`config.mk`:
```
export PLATFORM = sky130hd
export DESIGN_NAME = vlp_unit
export DESIGN_NICKNAME = d
export VERILOG_FILES = /design/src/rtl/vlp_pkg.sv /design/src/rtl/vlp_ctrl.sv /design/src/rtl/vlp_lane_pack.sv /design/src/rtl/vlp_unit.sv
export SDC_FILE = /design/constraint.sdc
export NUM_CORES = 1
export LEC_CHECK = 0
export BUFFER_PORTS_ARGS = -buffer_cell sky130_fd_sc_hd__buf_2
export CAP_MARGIN = 15
export CORE_MARGIN = 1
export CORE_UTILIZATION = 48
export DETAILED_ROUTE_END_ITERATION = 8
export PLACE_DENSITY = 0.82
export SLEW_MARGIN = 5
export SYNTH_ARGS = -nofsm -noshare
export SYNTH_HDL_FRONTEND = slang
export SYNTH_SLANG_ARGS = --single-unit
```
`constraint.sdc`:
```
create_clock -name clk -period 3.4 [get_ports clk]
set_input_delay 0.85 -clock clk [delete_from_list [all_inputs] [get_ports clk]]
set_output_delay 0.85 -clock clk [all_outputs]
set_load 0.01 [all_outputs]
```
`src/rtl/vlp_pkg.sv`:
```
package vlp_pkg;
  typedef enum logic [1:0] {
    ST_IDLE  = 2'd0,
    ST_READ  = 2'd1,
    ST_WRITE = 2'd2,
    ST_DONE  = 2'd3
  } vlp_state_e;
endpackage

```
`src/rtl/vlp_ctrl.sv`:
```
module vlp_ctrl
  import vlp_pkg::*;
#(
  parameter int MAXVL_LIM = 64,
  parameter int VL_W      = $clog2(MAXVL_LIM + 1)
) (
  input  logic            clk,
  input  logic            rst_n,
  input  logic            start,
  input  logic [VL_W-1:0] vl,
  input  logic [VL_W-1:0] maxvl,
  output logic            accept,
  output logic            rd_en,
  output logic            wr_en,
  output logic            done,
  output logic [VL_W-1:0] idx
);
  localparam logic [VL_W-1:0] LIM_V = MAXVL_LIM[VL_W-1:0];

  vlp_state_e      state_q;
  logic [VL_W-1:0] idx_q;
  logic [VL_W-1:0] len_q;
  logic [VL_W-1:0] cap_c;
  logic [VL_W-1:0] len_c;
  logic            last_c;

  // Clamp the requested length to the maximum length, and that to the build limit.
  always_comb begin
    cap_c  = (maxvl > LIM_V) ? LIM_V : maxvl;
    len_c  = (vl > cap_c) ? cap_c : vl;
    last_c = ((idx_q + 1'b1) == len_q);
  end

  assign accept = start && (state_q == ST_IDLE);
  assign rd_en  = (state_q == ST_READ);
  assign wr_en  = (state_q == ST_WRITE);
  assign done   = (state_q == ST_DONE);
  assign idx    = idx_q;

  always_ff @(posedge clk) begin
    if (!rst_n) begin
      state_q <= ST_IDLE;
      idx_q   <= '0;
      len_q   <= '0;
    end else begin
      unique case (state_q)
        ST_IDLE: begin
          if (start) begin
            len_q   <= len_c;
            idx_q   <= '0;
            state_q <= (len_c == '0) ? ST_DONE : ST_READ;
          end
        end
        ST_READ:  state_q <= ST_WRITE;
        ST_WRITE: begin
          idx_q   <= idx_q + 1'b1;
          state_q <= last_c ? ST_DONE : ST_READ;
        end
        ST_DONE:  state_q <= ST_IDLE;
        default:  state_q <= ST_IDLE;
      endcase
    end
  end

  // the element index never reaches the captured length while busy
  p_idx_bound_r6: assert property (@(posedge clk) disable iff (!rst_n)
    (rd_en || wr_en) |-> (idx_q < len_q));

  // the captured length never exceeds the build limit
  p_len_clamp_r8: assert property (@(posedge clk) disable iff (!rst_n)
    (state_q != ST_IDLE) |-> (len_q <= LIM_V));

  // each read is followed by its write
  p_read_then_write_r10: assert property (@(posedge clk) disable iff (!rst_n)
    rd_en |=> wr_en);

  // a zero length goes straight to done
  p_zero_len_r9: assert property (@(posedge clk) disable iff (!rst_n)
    (start && (state_q == ST_IDLE) && ((vl == '0) || (maxvl == '0))) |=> done);

  // the captured length is held while an operation runs
  p_len_held_r11: assert property (@(posedge clk) disable iff (!rst_n)
    (rd_en || wr_en) |=> (len_q == $past(len_q)));
endmodule

```
`src/rtl/vlp_lane_pack.sv`:
```
module vlp_lane_pack #(
  parameter int LANES  = 4,
  parameter int LANE_W = (LANES > 1) ? $clog2(LANES) : 1
) (
  input  logic                  en,
  input  logic [LANE_W-1:0]     lane,
  input  logic [7:0]            byte_in,
  output logic [LANES*16-1:0]   wdata,
  output logic [LANES*2-1:0]    be
);
  // One zero-extended halfword slot per lane; the data byte sits at the low address.
  for (genvar g = 0; g < LANES; g++) begin : g_lane
    logic hit;
    assign hit              = en && (lane == LANE_W'(g));
    assign wdata[g*16 +: 16] = hit ? {8'h00, byte_in} : 16'h0000;
    assign be[g*2 +: 2]      = {2{hit}};
  end
endmodule

```
`src/rtl/vlp_unit.sv`:
```
module vlp_unit #(
  parameter int ADDR_W    = 16,
  parameter int REG_IDX_W = 5,
  parameter int MAXVL_LIM = 64,
  parameter int VL_W      = $clog2(MAXVL_LIM + 1)
) (
  input  logic                 clk,
  input  logic                 rst_n,
  input  logic                 start,
  input  logic [ADDR_W-1:0]    base_addr,
  input  logic [REG_IDX_W-1:0] dest_reg,
  input  logic [VL_W-1:0]      vl,
  input  logic [VL_W-1:0]      maxvl,
  output logic                 mem_rd_en,
  output logic [ADDR_W-1:0]    mem_addr,
  input  logic [7:0]           mem_rdata,
  output logic                 rf_we,
  output logic [REG_IDX_W-1:0] rf_addr,
  output logic [63:0]          rf_wdata,
  output logic [7:0]           rf_be,
  output logic                 done
);
  localparam int REG_BYTES = 8;
  localparam int LANES     = REG_BYTES / 2;
  localparam int LANE_W    = $clog2(LANES);
  localparam int DATA_W    = REG_BYTES * 8;

  function automatic logic [DATA_W-1:0] pad_mask();
    logic [DATA_W-1:0] m;
    m = '0;
    for (int l = 0; l < LANES; l++) m[l*16+8 +: 8] = 8'hFF;
    return m;
  endfunction
  localparam logic [DATA_W-1:0] PAD_MASK = pad_mask();

  logic                 accept;
  logic                 wr_en;
  logic [VL_W-1:0]      idx;
  logic [ADDR_W-1:0]    base_q;
  logic [REG_IDX_W-1:0] rt_q;

  vlp_ctrl #(.MAXVL_LIM(MAXVL_LIM), .VL_W(VL_W)) u_ctrl (
    .clk    (clk),
    .rst_n  (rst_n),
    .start  (start),
    .vl     (vl),
    .maxvl  (maxvl),
    .accept (accept),
    .rd_en  (mem_rd_en),
    .wr_en  (wr_en),
    .done   (done),
    .idx    (idx)
  );

  always_ff @(posedge clk) begin
    if (!rst_n) begin
      base_q <= '0;
      rt_q   <= '0;
    end else if (accept) begin
      base_q <= base_addr;
      rt_q   <= dest_reg;
    end
  end

  assign mem_addr = base_q + ADDR_W'(idx);
  assign rf_addr  = rt_q + REG_IDX_W'(idx >> LANE_W);
  assign rf_we    = wr_en;

  vlp_lane_pack #(.LANES(LANES), .LANE_W(LANE_W)) u_pack (
    .en      (wr_en),
    .lane    (idx[LANE_W-1:0]),
    .byte_in (mem_rdata),
    .wdata   (rf_wdata),
    .be      (rf_be)
  );

  // an element write enables exactly one two-byte lane
  p_be_pair_r4: assert property (@(posedge clk) disable iff (!rst_n)
    rf_we |-> ($countones(rf_be) == 2));

  // no byte enable without a write
  p_be_quiet_r6: assert property (@(posedge clk) disable iff (!rst_n)
    !rf_we |-> (rf_be == '0));

  // the pad byte of every lane is zero on a write
  p_zero_pad_r3: assert property (@(posedge clk) disable iff (!rst_n)
    rf_we |-> ((rf_wdata & PAD_MASK) == '0));

  // reads and writes never share a cycle
  p_no_overlap_r10: assert property (@(posedge clk) disable iff (!rst_n)
    !(mem_rd_en && rf_we));

  // done is a quiet cycle
  p_done_quiet_r9: assert property (@(posedge clk) disable iff (!rst_n)
    done |-> (!mem_rd_en && !rf_we));

  // consecutive reads of one operation step the address by one
  p_addr_step_r2: assert property (@(posedge clk) disable iff (!rst_n)
    (mem_rd_en && $past(rf_we)) |-> (mem_addr == ADDR_W'($past(mem_addr, 2) + 1'b1)));
endmodule

```
==> flow_metrics.py <==
metrics = {
    "status": {
        "status": "completed",
    },
    "logic_synthesis": {
        "async_flop_share_pct": 0,
        "synth_ff_type": "dfxtp_1",
        "ys_ff_latch": 37,
        "synth_edf_count": 0,
        "synthesis.instances": 399,
        "ys_types": 49,
        "seq_area_frac_synth_pct": 23.7,
        "syn_area_um2": 3130,
        "avgSynthCellArea_um2": 7.84,
        "yosysWarnings": 0,
    },
    "clocking": {
        "path_clk_slew_ns": 0.08,
        "cts_resized": 0,
        "postCtsHoldBufs": 0,
        "cts-root-buf": "clkbuf_8",
        "cts_tree": "yes",
        "clk_path_buf_depth": 2,
        "htree_levels": 2,
        "cts.sinks": 37,
        "clk_latency_ns": 0.30,
        "cts_setup_buffers": 0,
        "cts_buffers": 5,
    },
    "timing": {
        "maxSlewHeadroom_pct": 63.2,
        "fin_skew_ns": 0.00607,
        "hold_violations": 0,
        "setup_tns_ns": 0,
        "timing.fmax_mhz": 318,
        "rsz0062_at_grt": "no",
        "fin_crit_sh_pct": 92.6,
        "setup-violations-final": 0,
        "period_needed_ns": 3.15,
        "worstMarginPinSlew_ns": 0.551,
        "drv_slew": 0,
        "fin_ws_ns": 0.252,
    },
    "pwr": {
        "switching_share_pct": 30.9,
        "finalPower_w": 0.00110,
        "p_int_w": 0.000761,
        "p_seq_share_pct": 44.4,
        "ir_worst_vdd_mv": 0.211,
        "switching_power_w": 0.000341,
        "pwr-share-clk_pct": 30.9,
        "pwr-share-comb_pct": 24.6,
        "p_leak_nw": 2.01,
        "powerDensity_nw_per_um2": 302,
    },
    "global_routing": {
        "grt_max_degree": 41,
        "antenna_found_initial": 0,
        "grt_first_pass_wirelength_mm": 11.0,
        "grt_pass1_vias": 2532,
        "overflow": 0,
        "grt_usage_pct": 20.9,
    },
    "drt": {
        "firstDrtPassIters": 4,
        "num_vias": 2892,
        "drt-initial-drc-count": 132,
        "drtAntennaViolNets": 0,
        "wl_mm": 7.22,
        "drcViolationCount": 0,
        "routedWlPerCell_um": 12.7,
        "viasPerCell": 5.08,
    },
    "final_layout": {
        "fin_nets": 561,
        "fin_area_um2": 3650,
        "drive_gt1_share_pct": 27.6,
        "final_cell_mix": "buf_2, nand2_1, and3_1, dfxtp_1, conb_1",
        "antennaDiodeCount": 0,
        "layout_commonest_cell": "buf_2",
        "final_core_util_pct": 57.7,
        "area_delta_synth_final_pct": 16.6,
    },
    "worst_setup_path": {
        "crit_arrival_ns": 2.30,
        "path_buf_inv": 2,
        "cpMostUsedCell": "nor2b_1",
        "crit_fanout": 4,
        "path_cells": "ha_1 -> inv_1 -> fa_1 -> nor2b_1 -> o21ai_1 -> a21boi_2 -> o21ai_2 -> nor2b_1 -> xor2_1 -> buf_2",
        "ff2ff_setup_slack_ns": 1.33,
        "r2r_cells": 7,
        "required_ns": 2.55,
        "crit_path_end_kind": "output pin",
        "cp_top_family": "adder cells",
        "r2r_start": "u_ctrl.idx[0]",
        "start_kind": "register",
        "crit_slowest_cell": "fa_1",
        "worstReg2RegEnd": "u_ctrl.idx[6]",
        "worstSetupPathType": "reg -> out",
        "cpPeakStageDelay_ns": 0.40,
    },
    "floorplanning": {
        "rows": 29,
        "pin_count": 142,
        "die_h_um": 82.7,
        "die-area_um2": 6840,
        "die_w_um": 82.7,
        "core-area_um2": 6310,
        "start_util_pct": 49.5,
    },
    "run": {
        "drv_cap": 0,
    },
    "placed_design": {
        "portBuffers": 109,
        "hpwl_mm": 5.51,
        "placed_area_um2": 3540,
        "place.gp.congestion": 0.846,
        "place_ws_ns": 0.400,
    },
    "worst_hold_path": {
        "hp-start": "base_q[3]",
        "hold_depth": 2,
        "hp-class": "reg -> reg",
        "whs_endpoint": "base_q[3]",
    },
}
==> cell usage after synthesis (all sizes together) (2+ instances only) <==
master | number | area share, %
o21ai | 12 | 1.9
a22oi | 6 | 1.4
mux2i | 3 | 0.96
dfxtp | 37 | 24
inv | 20 | 2.4
a21boi | 22 | 5.3
ha | 22 | 8.8
nand3 | 8 | 1.3
nor2b | 12 | 2.4
nor4 | 2 | 0.40
nand2 | 55 | 6.6
a21o | 5 | 1.2
fa | 2 | 1.3
buf | 49 | 11
xor2 | 10 | 2.8
nor2 | 18 | 2.4
and2 | 5 | 1.0
xnor2 | 17 | 4.8
nor3 | 6 | 1.3
clkbuf | 10 | 1.2
and3 | 36 | 7.2
nand3b | 2 | 0.48
mux2 | 8 | 3.0
nor3b | 2 | 0.84
nand4 | 2 | 0.40
a21oi | 13 | 2.2
nand2b | 2 | 0.40
==> worst register-to-register path, stage by stage (launching register included) <==
cell,delay [ns]
dfxtp_1,0.34
buf_4,0.16
ha_1,0.46
nand3_1,0.19
nor2_1,0.22
mux2_2,0.36
a22oi_1,0.17
nor2b_1,0.06
==> sequential cells by signal, summed over array words and instances (netlist names) <==
signal,cells
base_q,16
u_ctrl.idx,7
u_ctrl.len_q,7
rt_q,5
u_ctrl.state_q,2
==> logic make-up (layout without fill, tap and decap cells) <==
kind of cell,after synthesis,in the layout,share of synthesized area [%]
AO/OA/AOI/OAI,66,66,14.2
XOR/XNOR,27,27,7.56
adder cells (fa/ha/maj),24,24,10.1
buffers and inverters,79,141,14.6
flip-flops,37,37,23.7
multiplexers,11,11,3.96
other,1,32,0.120
AND/OR/NAND/NOR,154,154,25.7
==> cell type report <==
type                    count  area, um2
clock buffers               7       96.3
multi-input cells         314       2060
clock inverters             1       5.00
fillers                   585       2670
well taps                  77       96.3
repair buffers            113        576
flip-flops and latches     37        742
inverters                  20       75.1
==> per-stage QoR <==
| step | hold slack [ns] | std cells |
|---|---|---|
| after floorplan | 0.447 | 430 |
| after global placement | 0.458 | 561 |
| after detailed placement | 0.464 | 561 |
| after CTS | 0.474 | 569 |
| after global routing | 0.497 | 569 |
| final | 0.472 | 569 |
==> worst max-delay path by stage <==
stage,start,to,slack (ns),cells past startpoint
4_1_cts,u_ctrl.idx[1],mem_addr[12],0.06,9
5_1_grt,u_ctrl.idx[0],mem_addr[8],0.001,10
3_5_place_dp,u_ctrl.idx[1],mem_addr[12],0.40,9
6_report,u_ctrl.idx[0],mem_addr[12],0.25,10
2_1_floorplan,u_ctrl.idx[0],mem_addr[8],0.58,9
3_3_place_gp,u_ctrl.idx[1],mem_addr[8],0.49,9
==> power by group through the flow <==
stage               clock [W]  combinational, W  sequential (W)
floorplan                   0          0.000220        0.000488
global placement            0          0.000262        0.000497
detailed placement          0          0.000270        0.000499
CTS                  0.000347          0.000272        0.000489
global route         0.000361          0.000308        0.000493
finish               0.000341          0.000271        0.000490
==> per-layer routing <==
metal  vias up  track usage, %  part of all wire (%)
met5         -               0                     0
met4         0            10.7                   2.8
met3        20            5.16                   4.9
met2       103            39.3                    52
met1      1305            21.2                    41
li1       1464               -                     -
Power figures use the tool's default switching activity.
